$ cat src/rtl/ubg_pkg.sv
package ubg_pkg;
  localparam int unsigned RLD_W     = 10;
  localparam int unsigned TMR_W     = 8;
  localparam int unsigned TMR_PRE   = 12;
  localparam int unsigned A_PRE_X1  = 4;
  localparam int unsigned A_PRE_X2  = 2;
  localparam int unsigned B_PRE     = 2;
endpackage

$ cat src/rtl/ubg_prescaler.sv
module ubg_prescaler #(
  parameter int unsigned CNT_W = 2
) (
  input  logic             clk_i,
  input  logic             rst_ni,
  input  logic [CNT_W-1:0] last_i,   // divide ratio minus one, must be >= 1
  output logic             pulse_o
);
  logic [CNT_W-1:0] cnt_q;

  assign pulse_o = (cnt_q >= last_i);

  always_ff @(posedge clk_i or negedge rst_ni) begin
    if (!rst_ni)      cnt_q <= '0;
    else if (pulse_o) cnt_q <= '0;
    else              cnt_q <= cnt_q + 1'b1;
  end

  AST_PRE_WRAP: assert property (@(posedge clk_i) disable iff (!rst_ni)
    pulse_o |=> (cnt_q == '0) && !pulse_o) else $error("prescaler wrap");
endmodule

$ cat src/rtl/ubg_reload_ctr.sv
module ubg_reload_ctr #(
  parameter int unsigned W = 10
) (
  input  logic         clk_i,
  input  logic         rst_ni,
  input  logic         en_i,
  input  logic [W-1:0] rld_i,
  output logic         ovf_o
);
  logic [W-1:0] cnt_q;

  // starts at all-ones so the first enabled step overflows and loads rld_i
  assign ovf_o = en_i && (&cnt_q);

  always_ff @(posedge clk_i or negedge rst_ni) begin
    if (!rst_ni)    cnt_q <= '1;
    else if (ovf_o) cnt_q <= rld_i;
    else if (en_i)  cnt_q <= cnt_q + 1'b1;
  end

  AST_RELOAD_AT_OVF: assert property (@(posedge clk_i) disable iff (!rst_ni)
    ovf_o |=> cnt_q == $past(rld_i)) else $error("reload at overflow");
  AST_HOLD_IDLE: assert property (@(posedge clk_i) disable iff (!rst_ni)
    !en_i |=> $stable(cnt_q)) else $error("counter moved while idle");
endmodule

$ cat src/rtl/ubg_timer_path.sv
module ubg_timer_path
  import ubg_pkg::*;
(
  input  logic             clk_i,
  input  logic             rst_ni,
  input  logic             dbl_i,
  input  logic [TMR_W-1:0] th_i,
  output logic             tick_o
);
  localparam int unsigned PRE_W = $clog2(TMR_PRE);
  localparam logic [PRE_W-1:0] PRE_LAST = PRE_W'(TMR_PRE - 1);

  logic pre_en, tmr_ovf, half_q;

  ubg_prescaler #(.CNT_W(PRE_W)) u_pre (
    .clk_i(clk_i), .rst_ni(rst_ni), .last_i(PRE_LAST), .pulse_o(pre_en)
  );

  ubg_reload_ctr #(.W(TMR_W)) u_tmr (
    .clk_i(clk_i), .rst_ni(rst_ni), .en_i(pre_en), .rld_i(th_i), .ovf_o(tmr_ovf)
  );

  // without doubling only every second overflow is passed on
  always_ff @(posedge clk_i or negedge rst_ni) begin
    if (!rst_ni)      half_q <= 1'b0;
    else if (tmr_ovf) half_q <= ~half_q;
  end

  assign tick_o = tmr_ovf && (dbl_i || !half_q);

  AST_HALF_SKIP: assert property (@(posedge clk_i) disable iff (!rst_ni)
    (tmr_ovf && !dbl_i && !half_q) |=> half_q) else $error("half stage phase");
endmodule

$ cat src/rtl/ubg_top.sv
module ubg_top
  import ubg_pkg::*;
(
  input  logic             clk_i,
  input  logic             rst_ni,
  input  logic             src_int_i,
  input  logic             dbl_i,
  input  logic [RLD_W-1:0] rld_a_i,
  input  logic [TMR_W-1:0] th_i,
  input  logic [RLD_W-1:0] rld_b_i,
  output logic             tick_a_o,
  output logic             tick_b_o
);
  localparam int unsigned AP_W = $clog2(A_PRE_X1);
  localparam int unsigned BP_W = (B_PRE > 2) ? $clog2(B_PRE) : 1;
  localparam logic [AP_W-1:0] A_LAST_X1 = AP_W'(A_PRE_X1 - 1);
  localparam logic [AP_W-1:0] A_LAST_X2 = AP_W'(A_PRE_X2 - 1);
  localparam logic [BP_W-1:0] B_LAST    = BP_W'(B_PRE - 1);

  logic a_pre, a_int_tick, a_tmr_tick, b_pre, b_tick;

  // port A, internal source
  ubg_prescaler #(.CNT_W(AP_W)) u_a_pre (
    .clk_i(clk_i), .rst_ni(rst_ni),
    .last_i(dbl_i ? A_LAST_X2 : A_LAST_X1), .pulse_o(a_pre)
  );
  ubg_reload_ctr #(.W(RLD_W)) u_a_ctr (
    .clk_i(clk_i), .rst_ni(rst_ni), .en_i(a_pre), .rld_i(rld_a_i), .ovf_o(a_int_tick)
  );

  // port A, timer source
  ubg_timer_path u_a_tmr (
    .clk_i(clk_i), .rst_ni(rst_ni), .dbl_i(dbl_i), .th_i(th_i), .tick_o(a_tmr_tick)
  );

  // port B, fixed prescale, no doubling
  ubg_prescaler #(.CNT_W(BP_W)) u_b_pre (
    .clk_i(clk_i), .rst_ni(rst_ni), .last_i(B_LAST), .pulse_o(b_pre)
  );
  ubg_reload_ctr #(.W(RLD_W)) u_b_ctr (
    .clk_i(clk_i), .rst_ni(rst_ni), .en_i(b_pre), .rld_i(rld_b_i), .ovf_o(b_tick)
  );

  always_ff @(posedge clk_i or negedge rst_ni) begin
    if (!rst_ni) begin
      tick_a_o <= 1'b0;
      tick_b_o <= 1'b0;
    end else begin
      tick_a_o <= src_int_i ? a_int_tick : a_tmr_tick;
      tick_b_o <= b_tick;
    end
  end

  AST_B_SINGLE: assert property (@(posedge clk_i) disable iff (!rst_ni)
    tick_b_o |=> !tick_b_o) else $error("port B tick too wide");
  AST_A_SINGLE: assert property (@(posedge clk_i) disable iff (!rst_ni)
    ($past(tick_a_o) && ($past(src_int_i) == $past(src_int_i, 2))) |-> !tick_a_o)
    else $error("port A tick too wide");
  AST_B_FOLLOWS_CTR: assert property (@(posedge clk_i) disable iff (!rst_ni)
    b_tick |=> tick_b_o) else $error("port B tick lost");
endmodule

$ cat config.mk
export PLATFORM = sky130hd
export DESIGN_NAME = ubg_top
export DESIGN_NICKNAME = d
export VERILOG_FILES = /design/src/rtl/ubg_pkg.sv /design/src/rtl/ubg_prescaler.sv /design/src/rtl/ubg_reload_ctr.sv /design/src/rtl/ubg_timer_path.sv /design/src/rtl/ubg_top.sv
export SDC_FILE = /design/constraint.sdc
export NUM_CORES = 1
export LEC_CHECK = 0
export BUFFER_PORTS_ARGS = -buffer_cell sky130_fd_sc_hd__buf_2
export CORE_MARGIN = 2
export CORE_UTILIZATION = 49
export DETAILED_ROUTE_END_ITERATION = 10
export PLACE_DENSITY_LB_ADDON = 0.2
export SYNTH_ARGS = -nofsm -noshare
export SYNTH_HDL_FRONTEND = slang
export SYNTH_SLANG_ARGS = --single-unit
export TNS_END_PERCENT = 10
$ cat constraint.sdc
create_clock -name clk_i -period 2.2 [get_ports clk_i]
set_input_delay 0.22 -clock clk_i [delete_from_list [all_inputs] [get_ports clk_i]]
set_output_delay 0.22 -clock clk_i [all_outputs]
set_load 0.05 [all_outputs]
==> results of run 1 <==
-- worst max-delay path by stage --
stage,start,endpoint,slack (ns),cells after the start
CTS,u_a_pre.cnt_q[1],u_a_ctr.cnt_q[5],0.26,5
floorplan,u_a_pre.cnt_q[1],u_a_ctr.cnt_q[5],0.38,5
finish,u_a_ctr.cnt_q[0],u_a_ctr.cnt_q[5],0.27,5
global placement,u_a_ctr.cnt_q[0],u_a_ctr.cnt_q[5],0.33,5
detailed placement,u_a_pre.cnt_q[1],u_a_ctr.cnt_q[5],0.27,5
global route,u_a_ctr.cnt_q[0],u_a_ctr.cnt_q[5],0.17,5
-- where the power goes --
group          switching [mW]  total (mW)  leakage [nW]  internal (mW)
clock network           0.258       0.510        0.0472          0.252
logic                   0.169       0.311         0.548          0.143
registers              0.0874       0.895         0.419          0.808
total                   0.514        1.72          1.01           1.20
-- placed cells by master (no fill, tap or decap), types with 3 or more instances in the layout --
cell type,n
nand4_1,5
and3_1,6
a22oi_1,3
xnor2_1,3
clkbuf_8,6
buf_4,4
nor2_1,12
nand2_1,20
ha_1,5
a21oi_1,16
inv_1,7
o21ai_0,12
dfstp_2,28
a31oi_1,5
nand3_1,10
o2bb2ai_1,4
buf_2,33
mux2_2,4
and4_1,3
a41oi_1,4
o31ai_1,3
nor3_1,7
dfrtp_1,10
-- area by class of cell --
| class | instances | share of cell area, % |
|---|---|---|
| Multi-Input combinational cell | 149 | 41.44 |
| Sequential cell | 38 | 42.30 |
| Clock inverter | 2 | 0.5368 |
| Tap cell | 50 | 2.684 |
| Inverter | 7 | 1.127 |
| Timing Repair Buffer | 37 | 8.374 |
| Clock buffer | 6 | 3.543 |
-- routing by layer --
layer / wire [µm] / GRT usage, % / up-vias / share of wire [%]
li1: - / - / 826 / -
met1: 1963 / 27.64 / 780 / 48
met2: 1834 / 31.92 / 43 / 45
met3: 203 / 3.947 / 7 / 5.0
met4: 65 / 8.250 / 0 / 1.6
met5: 0 / 0 / - / 0
-- critical path, delay by kind of cell, from the launching register on --
kind	cells	cell delay, ns
AOI/OAI and AO/OA	2	0.41
adders and majority gates	1	0.23
DFF	1	0.56
and+or+nand+nor	2	0.66
-- logic make-up (layout without fill, tap and decap cells) --
kind of cell               count (synthesis)  after routing  share of synthesized area (%)
AOI/OAI and AO/OA                         61             61                          20.26
xor gates and xnor gates                   4              4                          1.741
adders and majority gates                  5              5                          3.108
buffers and inverters                     14             52                          3.045
DFF                                       38             38                          48.97
muxes                                      6              6                          3.232
and+or+nand+nor                           73             73                          19.64
-- metrics by stage --
step	power [mW]	instances	util, %
after floorplan	1.117	201	-
after global placement	1.208	281	56.30
after detailed placement	1.216	281	56.30
after CTS	1.730	289	58.70
after global routing	1.816	289	58.70
final	1.716	289	58.70
-- flip-flops by register name, summed over array words and instances (netlist names) --
name	flops
u_a_tmr.u_pre.cnt_q	4
u_b_ctr.cnt_q	10
tick_b_o	1
u_b_pre.cnt_q	1
tick_a_o	1
u_a_tmr.half_q	1
u_a_pre.cnt_q	2
u_a_tmr.u_tmr.cnt_q	8
u_a_ctr.cnt_q	10
==> flow_summary.json, run 1 <==
{
  "status": "finished, final reports clean",
  "timing.rr.end": "u_a_ctr.cnt_q[5]",
  "cap_violations": 0,
  "hold_buffers": 0,
  "drive_above_1_share_pct": 35.56,
  "fin_ws_ns": 0.2715,
  "stdcell_area_mm2": 0.002331,
  "whs_ns": 0.01847,
  "cts_setup_buffers": 0,
  "coreArea_mm2": 0.003971,
  "grt.total_usage_pct": 20.37,
  "clk_path_buf_depth": 2,
  "cts_tree": "built",
  "dp.final_hpwl_um": 2920,
  "synth_area_leaders": "dfstp_2 37%, dfrtp_1 12%, a21oi_1 4.0%",
  "reg2reg_from": "u_a_ctr.cnt_q[0]",
  "reg2reg_slack_ns": 0.27,
  "path_clk_slew_ns": 0.08,
  "ys_async_sr_fraction_pct": 100.0,
  "dieArea_mm2": 0.004637,
  "hold_viol_final": 0,
  "vdd_ir_drop_max_uv": 385.5,
  "cts_sinks": 38,
  "syn_avg_cell_area_um2": 10.02,
  "setup_tns_ns": 0,
  "post-place-ws_ns": 0.2655,
  "ys_types": 47,
  "dr.pass1.iters": 4,
  "ys.flop_type": "dfstp_2",
  "slew_headroom_pct": 45.55,
  "cp-start-kind": "flip-flop",
  "grt_setup_unrepaired": "false",
  "reg2regPathDepth": 5,
  "synth_common_cells": "28 x dfstp_2, 20 x nand2_1, 16 x a21oi_1",
  "grt_max_degree": 39,
  "finalSetupViolCount": 0,
  "grt_pass1_wl_um": 7031,
  "synth_nets": 238,
  "max_freq_mhz": 518.5,
  "area.sequential_um2": 985.9,
  "std_cell_rows": 23,
  "n_antenna_cell": 0,
  "worstPathCellList": "ha_1 -> nand4_1 -> or4_4 -> a21o_1 -> a22o_1",
  "vias": 1656,
  "io_pins": 34,
  "maxSlewViolCount": 0,
  "hp-class": "input port to asynchronous set/reset pin",
  "cts_resized": 0,
  "synth_area_leader_cell": "dfstp_2",
  "p_per_area_mw_per_mm2": 736.4,
  "period_share_pct": 87.66,
  "die_x_um": 68.10,
  "multiInputGateArea_um2": 965.9,
  "vias_per_cell": 5.730,
  "final_antenna_net_count": 0,
  "layout_min_cycle_time_ns": 1.928,
  "worstMarginPinSlew_ns": 0.8168,
  "synth_edf_count": 0,
  "wl_per_cell_um": 14.07,
  "crit_fanout": 5,
  "p_leak_nw": 1.014,
  "start_util_pct": 50.69,
  "synth_seq_cells": 38,
  "port_buffers": 33,
  "finalClockSkew_ns": 0.004788,
  "netlist_area_mm2": 0.002013,
  "totalWireLength_um": 4066,
  "crit_slowest_cell": "dfstp_2",
  "antenna_found_initial": 0,
  "yosysWarnings": 0,
  "htree_levels": 2,
  "worstPathRequired_ns": 2.43,
  "place.gp.congestion": 0.8211,
  "yosysSeqAreaShare_pct": 48.97,
  "synth.most_common_cell": "dfstp_2",
  "grt_pass1_vias": 1599,
  "layout.nets": 275,
  "endpoint_kind": "flip-flop",
  "die_h_um": 68.10,
  "clock_latency_ns": 0.29,
  "numCtsBuffers": 5,
  "fillers": 361,
  "synth_top_area_share_pct": 36.54,
  "critical-path-max-stage-delay_ns": 0.56,
  "drcViolationCount": 0,
  "drt-initial-drc-count": 90,
  "grt.overflow.total": 0,
  "dpl_cell_area_mm2": 0.002236,
  "worstSetupPathType": "flip-flop to flip-flop",
  "arrival_ns": 2.16,
  "area_growth_pct": 15.79,
  "cts_root_buf": "clkbuf_8",
  "synth_cells": 201
}
(Power assumes the default switching activity.)
==> run 2: changes to the inputs <==
- SKIP_CTS_REPAIR_TIMING: not set -> 1
- SYNTH_HIERARCHICAL: not set -> 1
==> flow_summary.json, run 2 <==
{
  "status": "finished, final reports clean",
  "totalWireLength_um": 4470,
  "place.gp.congestion": 0.7980,
  "drive_above_1_share_pct": 36.26,
  "synth_top_area_share_pct": 31.97,
  "finalSetupViolCount": 0,
  "grt_max_degree": 39,
  "endpoint_kind": "flip-flop",
  "stdcell_area_mm2": 0.002649,
  "grt_pass1_vias": 1751,
  "synth_common_cells": "28 x dfstp_2, 21 x a21oi_1, 21 x nand2_1",
  "antenna_found_initial": 0,
  "clock_latency_ns": 0.28,
  "worstPathRequired_ns": 2.37,
  "worstSetupPathType": "flip-flop to flip-flop",
  "maxSlewViolCount": 0,
  "max_freq_mhz": 480.1,
  "crit_slowest_cell": "dfrtp_1",
  "n_antenna_cell": 0,
  "cp_num_buf_inv": 1,
  "p_per_area_mw_per_mm2": 1143,
  "dp.final_hpwl_um": 3295,
  "die_x_um": 72.53,
  "final_antenna_net_count": 0,
  "dr.pass1.iters": 4,
  "vdd_ir_drop_max_uv": 549.0,
  "cts_tree": "built",
  "grt_pass1_wl_um": 7624,
  "critical-path-max-stage-delay_ns": 0.40,
  "ys_types": 55,
  "cp-start-kind": "flip-flop",
  "dp_cells": 315,
  "port_buffers": 33,
  "synth_seq_cells": 38,
  "hold_viol_final": 0,
  "ys.flop_type": "dfstp_2",
  "syn_avg_cell_area_um2": 10.00,
  "clk_path_buf_depth": 2,
  "reg2regPathDepth": 9,
  "timing.rr.end": "tick_a_o",
  "dpl_cell_area_mm2": 0.002530,
  "p_leak_nw": 1.195,
  "final_cells": 325,
  "vias": 1881,
  "start_util_pct": 51.77,
  "std_cell_rows": 24,
  "setup_tns_ns": 0,
  "cts_sinks": 38,
  "path_clk_slew_ns": 0.08,
  "die_h_um": 72.53,
  "cts_root_buf": "clkbuf_8",
  "wl_per_cell_um": 13.75,
  "worstPathCellList": "ha_1 -> a21oi_2 -> nand2_2 -> or2_1 -> and4_4 -> nand2_4 -> inv_2 -> a21boi_0 -> mux2_4",
  "layout.nets": 314,
  "synth_edf_count": 0,
  "netlist_area_mm2": 0.002301,
  "crit_family": "simple AND/OR/NAND/NOR gates",
  "grt.total_usage_pct": 18.41,
  "synth_cells": 230,
  "whs_ns": 0.03776,
  "hp-class": "input port to asynchronous set/reset pin",
  "synth.most_common_cell": "dfstp_2",
  "yosysWarnings": 6,
  "drt-initial-drc-count": 61,
  "arrival_ns": 2.25,
  "synth_area_leaders": "dfstp_2 32%, dfrtp_1 11%, ha_1 5.4%",
  "area_growth_pct": 15.12,
  "final_common_cell": "buf_2",
  "grt_setup_unrepaired": "false",
  "layout_min_cycle_time_ns": 2.083,
  "crit_fanout": 6,
  "vias_per_cell": 5.788,
  "reg2reg_slack_ns": 0.12,
  "htree_levels": 2,
  "final_core_util_pct": 59.60,
  "reg.largest.list": "u_a_ctr/cnt_q x10, u_b_ctr/cnt_q x10, u_a_tmr/u_tmr/cnt_q x8",
  "finalClockSkew_ns": 0.008214,
  "ys_async_sr_fraction_pct": 100.0,
  "io_pins": 34,
  "cap_violations": 0,
  "drcViolationCount": 0,
  "period_share_pct": 94.67,
  "dieArea_mm2": 0.005260,
  "grt.overflow.total": 0,
  "synth_area_leader_cell": "dfstp_2",
  "yosysSeqAreaShare_pct": 42.85,
  "numCtsBuffers": 5,
  "mostFrequentLayoutCells": "33 x buf_2, 28 x dfstp_2, 21 x nand2_1, 21 x a21oi_1, 19 x inv_1",
  "worstMarginPinSlew_ns": 0.8376,
  "coreArea_mm2": 0.004444,
  "reg2reg_from": "u_a_tmr/u_pre/cnt_q[3]",
  "slew_headroom_pct": 44.16
}
## run 2: power breakdown
group / total (mW) / internal [mW] / switching (mW)
clock network: 0.488 / 0.253 / 0.235
registers: 1.45 / 1.12 / 0.324
logic: 1.09 / 0.530 / 0.562
total: 3.03 / 1.91 / 1.12
## run 2: per-layer routing
layer | vias up | GRT usage [%] | wire length [µm]
met2 | 37 | 30.00 | 2170
met4 | 0 | 6.790 | 40
met5 | - | 0 | 0
met1 | 909 | 24.40 | 2078
met3 | 2 | 3.472 | 181
li1 | 933 | - | -
## run 2: worst max path at each step
stage / slack, ns / start / endpoint / cells past startpoint
floorplan: 0.11 / u_a_tmr/u_pre/cnt_q[3] / tick_a_o / 10
global placement: 0.18 / u_a_tmr/u_pre/cnt_q[3] / tick_a_o / 9
detailed placement: 0.13 / u_a_tmr/u_pre/cnt_q[3] / tick_a_o / 9
CTS: 0.12 / u_a_tmr/u_pre/cnt_q[3] / tick_a_o / 9
global route: 0.03 / u_a_tmr/u_pre/cnt_q[3] / tick_a_o / 9
finish: 0.12 / u_a_tmr/u_pre/cnt_q[3] / tick_a_o / 9
## run 2: cells by family (layout without fill, tap and decap cells)
logic type	Yosys count	count (layout)	share of synthesized area [%]
AND/OR/NAND/NOR	76	76	20.72
buffers and inverters	29	68	5.275
multiplexers	3	3	1.631
XOR/XNOR	7	7	2.665
flip-flops	38	38	42.85
other	3	7	0.4894
adder cells (fa/ha/maj)	10	10	5.438
AO/OA/AOI/OAI	64	64	20.94
## run 2: final cells by class
class | count | area (µm²)
Sequential cell | 38 | 985.9
Clock buffer | 7 | 86.33
Fill cell | 389 | 1795
Multi-Input combinational cell | 167 | 1221
Tap cell | 52 | 65.06
Timing Repair Buffer | 38 | 202.7
Inverter | 22 | 82.58
Clock inverter | 1 | 5.005
## run 2: through the flow
stage	total power [mW]	setup slack [ns]
after floorplan	2.274	0.1072
after global placement	2.493	0.1850
after detailed placement	2.519	0.1294
after CTS	3.023	0.1151
after global routing	3.296	0.02978
final	3.027	0.1172
## run 2: worst reg2reg max path: cells and delay by family, from the launching register on
| family | cells | cell delay, ns |
|---|---|---|
| AND/OR/NAND/NOR | 4 | 0.61 |
| buffers and inverters | 1 | 0.07 |
| adder cells (fa/ha/maj) | 1 | 0.34 |
| flip-flops | 1 | 0.40 |
| multiplexers | 1 | 0.26 |
| AO/OA/AOI/OAI | 2 | 0.28 |
